<file path="src/rtl/dly_step_pkg.sv">
package dly_step_pkg;
  localparam int PH_W  = 3;
  localparam int TAP_W = 4;
  localparam int CD_W  = 2;
  localparam int SPD_W = 2;
  localparam int THR_W = 8;

  localparam logic [PH_W-1:0] PH_MAX = 3'd6;
  localparam logic [CD_W-1:0] CD_MAX = 2'd2;

  typedef struct packed {
    logic             coarse;
    logic [CD_W-1:0]  cdly;
    logic [TAP_W-1:0] tap;
    logic [PH_W-1:0]  phase;
  } dly_code_t;
endpackage

</file>
<file path="src/rtl/dly_speed_limits.sv">
module dly_speed_limits
  import dly_step_pkg::*;
#(
  parameter logic [TAP_W-1:0] TAP_MAX_0 = 4'd12,
  parameter logic [TAP_W-1:0] TAP_MAX_1 = 4'd10,
  parameter logic [TAP_W-1:0] TAP_MAX_2 = 4'd13,
  parameter logic [THR_W-1:0] TAP_THR_0 = 8'hA3,
  parameter logic [THR_W-1:0] PH_THR_0  = 8'h32,
  parameter logic [THR_W-1:0] TAP_THR_1 = 8'h82,
  parameter logic [THR_W-1:0] PH_THR_1  = 8'h76,
  parameter logic [THR_W-1:0] TAP_THR_2 = 8'hB3,
  parameter logic [THR_W-1:0] PH_THR_2  = 8'h46
) (
  input  logic [SPD_W-1:0] speed_i,
  output logic [TAP_W-1:0] tap_max_o,
  output logic [THR_W-1:0] tap_thr_o,
  output logic [THR_W-1:0] ph_thr_o
);
  // unused code 3 falls back to the slowest speed
  always_comb begin
    unique case (speed_i)
      2'd1: begin tap_max_o = TAP_MAX_1; tap_thr_o = TAP_THR_1; ph_thr_o = PH_THR_1; end
      2'd2: begin tap_max_o = TAP_MAX_2; tap_thr_o = TAP_THR_2; ph_thr_o = PH_THR_2; end
      default: begin tap_max_o = TAP_MAX_0; tap_thr_o = TAP_THR_0; ph_thr_o = PH_THR_0; end
    endcase
  end
endmodule

</file>
<file path="src/rtl/dly_bypass_decode.sv">
module dly_bypass_decode
  import dly_step_pkg::*;
(
  input  logic [TAP_W-1:0] tap_i,
  input  logic [PH_W-1:0]  phase_i,
  input  logic [THR_W-1:0] tap_thr_i,
  input  logic [THR_W-1:0] ph_thr_i,
  output logic             en_o,
  output logic             sel_o
);
  localparam int NIB = THR_W / 2;

  logic [NIB-1:0] tap_lo, tap_hi, ph_lo, ph_hi;
  logic [NIB-1:0] tap_x, ph_x;
  logic           below_lo, below_hi;

  assign tap_lo = tap_thr_i[NIB-1:0];
  assign tap_hi = tap_thr_i[THR_W-1:NIB];
  assign ph_lo  = ph_thr_i[NIB-1:0];
  assign ph_hi  = ph_thr_i[THR_W-1:NIB];
  assign tap_x  = NIB'(tap_i);
  assign ph_x   = NIB'(phase_i);

  assign below_lo = (tap_x < tap_lo) || ((tap_x == tap_lo) && (ph_x < ph_lo));
  assign below_hi = (tap_x < tap_hi) || ((tap_x == tap_hi) && (ph_x < ph_hi));

  always_comb begin
    if (below_lo)      begin en_o = 1'b1; sel_o = 1'b1; end
    else if (below_hi) begin en_o = 1'b0; sel_o = 1'b0; end
    else               begin en_o = 1'b1; sel_o = 1'b0; end
  end
endmodule

</file>
<file path="src/rtl/dly_step_next.sv">
module dly_step_next
  import dly_step_pkg::*;
(
  input  dly_code_t        cur_i,
  input  logic [TAP_W-1:0] tap_max_i,
  output dly_code_t        nxt_o,
  output logic             sat_o
);
  always_comb begin
    nxt_o = cur_i;
    sat_o = 1'b0;
    if (cur_i.phase < PH_MAX) begin
      nxt_o.phase = cur_i.phase + 1'b1;
    end else if (cur_i.tap < tap_max_i) begin
      nxt_o.phase = '0;
      nxt_o.tap   = cur_i.tap + 1'b1;
    end else if (cur_i.cdly < CD_MAX) begin
      nxt_o.phase = '0;
      nxt_o.tap   = '0;
      nxt_o.cdly  = cur_i.cdly + 1'b1;
    end else if (!cur_i.coarse) begin
      nxt_o.phase  = '0;
      nxt_o.tap    = '0;
      nxt_o.cdly   = '0;
      nxt_o.coarse = 1'b1;
    end else begin
      sat_o = 1'b1;
    end
  end
endmodule

</file>
<file path="src/rtl/dly_code_stepper.sv">
module dly_code_stepper
  import dly_step_pkg::*;
(
  input  logic             clk_i,
  input  logic             rst_ni,
  input  logic [SPD_W-1:0] speed_i,
  input  logic             load_i,
  input  logic             inc_i,
  input  logic [PH_W-1:0]  ld_phase_i,
  input  logic [TAP_W-1:0] ld_tap_i,
  input  logic [CD_W-1:0]  ld_cdly_i,
  input  logic             ld_coarse_i,
  output logic [PH_W-1:0]  phase_o,
  output logic [TAP_W-1:0] tap_o,
  output logic [CD_W-1:0]  cdly_o,
  output logic             coarse_o,
  output logic             byp_en_o,
  output logic             byp_sel_o,
  output logic             sat_o
);
  dly_code_t        cur_q, step_d, new_d;
  logic [TAP_W-1:0] tap_max;
  logic [THR_W-1:0] tap_thr, ph_thr;
  logic             at_top, en_d, sel_d, en_q, sel_q, sat_q;
  logic             upd;

  dly_speed_limits u_lim (
    .speed_i   (speed_i),
    .tap_max_o (tap_max),
    .tap_thr_o (tap_thr),
    .ph_thr_o  (ph_thr)
  );

  dly_step_next u_step (
    .cur_i     (cur_q),
    .tap_max_i (tap_max),
    .nxt_o     (step_d),
    .sat_o     (at_top)
  );

  always_comb begin
    if (load_i) new_d = '{coarse: ld_coarse_i, cdly: ld_cdly_i, tap: ld_tap_i, phase: ld_phase_i};
    else        new_d = step_d;
  end

  dly_bypass_decode u_byp (
    .tap_i     (new_d.tap),
    .phase_i   (new_d.phase),
    .tap_thr_i (tap_thr),
    .ph_thr_i  (ph_thr),
    .en_o      (en_d),
    .sel_o     (sel_d)
  );

  // a refused step leaves fields and bypass bits alone
  assign upd = load_i || (inc_i && !at_top);

  always_ff @(posedge clk_i or negedge rst_ni) begin
    if (!rst_ni) begin
      cur_q <= '0;
      en_q  <= 1'b1;
      sel_q <= 1'b1;
      sat_q <= 1'b0;
    end else begin
      if (upd) begin
        cur_q <= new_d;
        en_q  <= en_d;
        sel_q <= sel_d;
      end
      if (load_i)              sat_q <= 1'b0;
      else if (inc_i && at_top) sat_q <= 1'b1;
    end
  end

  assign phase_o   = cur_q.phase;
  assign tap_o     = cur_q.tap;
  assign cdly_o    = cur_q.cdly;
  assign coarse_o  = cur_q.coarse;
  assign byp_en_o  = en_q;
  assign byp_sel_o = sel_q;
  assign sat_o     = sat_q;

  p_phase_step_r2: assert property (@(posedge clk_i) disable iff (!rst_ni)
    (inc_i && !load_i && phase_o < PH_MAX) |=>
      (phase_o == $past(phase_o) + 1'b1) && $stable(tap_o) && $stable(cdly_o) && $stable(coarse_o));

  p_sat_hold_r7: assert property (@(posedge clk_i) disable iff (!rst_ni)
    (inc_i && !load_i && coarse_o && cdly_o >= CD_MAX && tap_o >= tap_max && phase_o >= PH_MAX) |=>
      sat_o && $stable(phase_o) && $stable(tap_o) && $stable(cdly_o) && $stable(byp_en_o) && $stable(byp_sel_o));

  p_load_wins_r9: assert property (@(posedge clk_i) disable iff (!rst_ni)
    load_i |=> !sat_o && phase_o == $past(ld_phase_i) && tap_o == $past(ld_tap_i)
               && cdly_o == $past(ld_cdly_i) && coarse_o == $past(ld_coarse_i));

  p_idle_hold_r11: assert property (@(posedge clk_i) disable iff (!rst_ni)
    (!load_i && !inc_i) |=> $stable(byp_en_o) && $stable(byp_sel_o) && $stable(phase_o) && $stable(tap_o));

  p_code_legal_r10: assert property (@(posedge clk_i) disable iff (!rst_ni)
    !(byp_sel_o && !byp_en_o));
endmodule

</file>
<file path="config.mk">
export PLATFORM = sky130hd
export DESIGN_NAME = dly_code_stepper
export DESIGN_NICKNAME = d
export VERILOG_FILES = /design/src/rtl/dly_step_pkg.sv /design/src/rtl/dly_speed_limits.sv /design/src/rtl/dly_bypass_decode.sv /design/src/rtl/dly_step_next.sv /design/src/rtl/dly_code_stepper.sv
export SDC_FILE = /design/constraint.sdc
export NUM_CORES = 1
export LEC_CHECK = 0
export ABC_AREA = 1
export ABC_CLOCK_PERIOD_IN_PS = 2500
export CAP_MARGIN = 20
export CORE_MARGIN = 1.5
export CORE_UTILIZATION = 48
export DETAILED_ROUTE_END_ITERATION = 10
export PLACE_DENSITY = 0.8
export SLEW_MARGIN = 25
export SYNTH_ARGS = -nofsm -noshare
export SYNTH_HDL_FRONTEND = slang
export SYNTH_SLANG_ARGS = --single-unit
</file>
<file path="constraint.sdc">
create_clock -name clk_i -period 2.5 [get_ports clk_i]
set_input_delay 0.5 -clock clk_i [delete_from_list [all_inputs] [get_ports clk_i]]
set_output_delay 0.5 -clock clk_i [all_outputs]
set_load 0.02 [all_outputs]
</file>
==> impl_metrics.tcl <==
set metrics [dict create \
    status "finished, final reports clean" \
    rsz0062_at_grt "no" \
    drc_errors 0 \
    htreeDepth 1 \
    grt_overflow 0 \
    ys_ff_latch 13 \
    die_area_sq_um 2670 \
    crit_required_ns 2.71 \
    crit_fanout 4 \
    maxSlewHeadroom_pct 58.4 \
    die_w_microns 51.6 \
    clkSlewWorstSetupHoldPaths_ns 0.08 \
    start_util_pct 51.3 \
    antenna_found_initial 0 \
    finalHoldViolCount 0 \
    finalSetupViolCount 0 \
    drive_above_1_share_pct 23.1 \
    insertion_delay_ns 0.28 \
    ys_top_cells_by_area "dfrtp_1 (24%), nand2_1 (18%), ha_1 (11%)" \
    yosys.area.top_type_share_pct 24.3 \
    first_pass_iters 6 \
    drt_iter0_drc 67 \
    nFillCells 155 \
    final_cells 249 \
    crit_type "in -> reg" \
    routed_wl_mm 3.48 \
    die-height_microns 51.6 \
    post-route-min-period_ns 2.37 \
    grt_pass1_wl_mm 5.72 \
    cellLeakagePower_nw 0.881 \
    avgSynthCellArea_sq_um 6.75 \
    yosysWarnings 0 \
    setup-tns-final_ns 0 \
    dp_hpwl_mm 2.60 \
    layout_setup_ws_ns 0.128 \
    seq_area_sq_um 328 \
    routabilityCongestion 0.898 \
    syn_inst 168 \
    hold_class "reg -> reg" \
    cts_tree "yes" \
    post-place-ws_ns -0.568 \
    fmax_mhz 422 \
    portBuffers 28 \
    antenna-diode-count 0 \
    peakVddDrop_v 0.000458 \
    multiInputGateArea_sq_um 753 \
    cts-hold-fix-buffers 0 \
    yosys.cell_types.count 26 \
    power.total_mw 0.907 \
    arrival_ns 2.59 \
    synth_area_leader_cell "dfrtp_1" \
    wl_per_cell_microns 14.0 \
    grt_start_max_net_pins 14 \
    p_per_area_nw_per_um2 532 \
    ant_nets 0 \
    final_nets 248 \
    timing.final.crit_share_pct 94.9 \
    maxCapViolCount 0 \
    num_io_pins 29 \
    clock-sinks 13 \
    core-area_sq_um 2210 \
    netlist_area_sq_um 1130 \
    vias 1309 \
    num_rows 17 \
    cts_buffers 3 \
    via_per_inst 5.26 \
    cts_buffer_depth 2 \
    worstMarginPinSlew_ns 0.622 \
    crit_path_start_kind "primary input" \
    synth_nets 194 \
    ys_seq_area_share_pct 28.9 \
    grt_util_all_layers_pct 29.2 \
    first_global_vias 1226 \
    syn_to_final_growth_pct 50.2 \
    drv_slew 0 \
    endpoint_kind "flop" \
    skew_ns 0.00609 \
    root_buffer "clkbuf_4" \
    dp.cells 244 \
]
layer usage:
metal  global-route usage, %  part of all wire [%]
met5                       0                     0
met2                    50.6                    50
met1                    36.1                    42
met3                    4.60                   5.2
met4                    11.0                   2.9
cell usage in the layout, fill, tap and decap left out:
cell,netlist,final
a21boi_1,0,1
a21oi_1,8,6
a21oi_2,1,3
a22o_1,1,1
a31oi_4,0,1
buf_4,0,23
clkbuf_1,0,1
clkbuf_4,0,3
clkdlybuf4s50_1,0,26
dfrtp_1,11,11
dfstp_2,2,2
dlygate4sd2_1,0,2
ha_1,10,7
ha_4,0,3
inv_1,28,27
inv_2,0,1
inv_4,1,1
nand2_1,54,54
nand2_2,5,5
nand2_4,3,3
nand3_1,6,6
nand3_4,0,1
nand3b_1,1,1
nand4_1,3,3
nor2_1,8,8
nor3_1,1,1
nor3_2,1,1
o211ai_1,1,1
o21ai_0,11,11
o21ai_1,1,1
or2_2,4,4
xor2_1,2,2
sequential cells by signal (all words and copies together), names as in the netlist:
register,count
byp_en_o,1
byp_sel_o,1
cdly_o,2
coarse_o,1
phase_o,3
sat_o,1
tap_o,4
worst max-delay path: stages:
cell,delay (ns)
dlygate4sd2_1,0.24
inv_1,0.10
ha_4,0.16
inv_2,0.05
ha_4,0.25
nand2_1,0.04
nand2_1,0.07
nand2_2,0.08
nand2_4,0.11
nand3_4,0.09
a21boi_1,0.23
ha_1,0.27
nand2_1,0.06
inv_1,0.04
a21oi_2,0.12
nand2_1,0.05
nand2_1,0.05
nand2_1,0.05
Yosys cell counts:
| cell type | instances |
|---|---|
| a21boi_0 | 1 |
| inv_4 | 1 |
| buf_2 | 2 |
| nand2_2 | 5 |
| a31oi_1 | 1 |
| ha_1 | 10 |
| a22o_1 | 1 |
| inv_1 | 28 |
| nand3_2 | 1 |
| nor3_2 | 1 |
| nor2_1 | 8 |
| nor3_1 | 1 |
| dfstp_2 | 2 |
| nand2_4 | 3 |
| a21oi_1 | 8 |
| o21ai_1 | 1 |
| nand4_1 | 3 |
| o21ai_0 | 11 |
| xor2_1 | 2 |
| dfrtp_1 | 11 |
| nand3b_1 | 1 |
| nand3_1 | 6 |
| nand2_1 | 54 |
| or2_2 | 4 |
| o211ai_1 | 1 |
| a21oi_2 | 1 |
what timing repair did:
action                     4_1_cts  5_1_grt
setup endpoints to repair        2        2
pin swaps                        6        2
buffers inserted                 1        0
resized for setup               12        1
cells by family (layout without fill, tap and decap cells):
logic type	Yosys count	count (layout)	synth area share, %
flops	13	13	28.9
xor+xnor	2	2	1.54
buf+inv	31	84	10.7
fa+ha+maj	10	10	11.0
simple gates	87	87	35.6
compound gates	25	25	12.2
per-stage QoR:
step	area [sq um]	hold slack (ns)	utilization (%)
2_1_floorplan	1130	0.204	-
3_3_place_gp	1610	0.457	72.6
3_5_place_dp	1610	0.469	72.6
4_1_cts	1690	0.484	76.6
5_1_grt	1700	0.496	77.0
6_report	1700	0.486	77.0
final cells by class:
cell class | instances | share of cell area (%)
Timing Repair Buffer | 51 | 26.4
Clock buffer | 4 | 1.54
Multi-Input combinational cell | 124 | 44.2
Inverter | 29 | 6.53
Sequential cell | 13 | 19.2
Tap cell | 28 | 2.06
path summary, 6_finish.rpt:
| check | slack, ns | startpoint | endpoint | cells past startpoint |
|---|---|---|---|---|
| max | 0.13 | speed_i[1] | byp_en_o | 18 |
| min | 0.49 | byp_sel_o | byp_sel_o | 2 |
| max reg2reg | 0.36 | tap_o[1] | byp_en_o | 14 |
| min reg2reg | 0.49 | byp_sel_o | byp_sel_o | 2 |
| max in group asynchronous | 1.50 | rst_ni | tap_o[3] | 1 |
| min in group asynchronous | 0.60 | rst_ni | phase_o[0] | 1 |
report_power, final:
part           switching, mW  internal (mW)
logic                  0.258          0.215
registers             0.0448          0.251
clock network         0.0758         0.0619
Power figures use the tool's default switching activity.
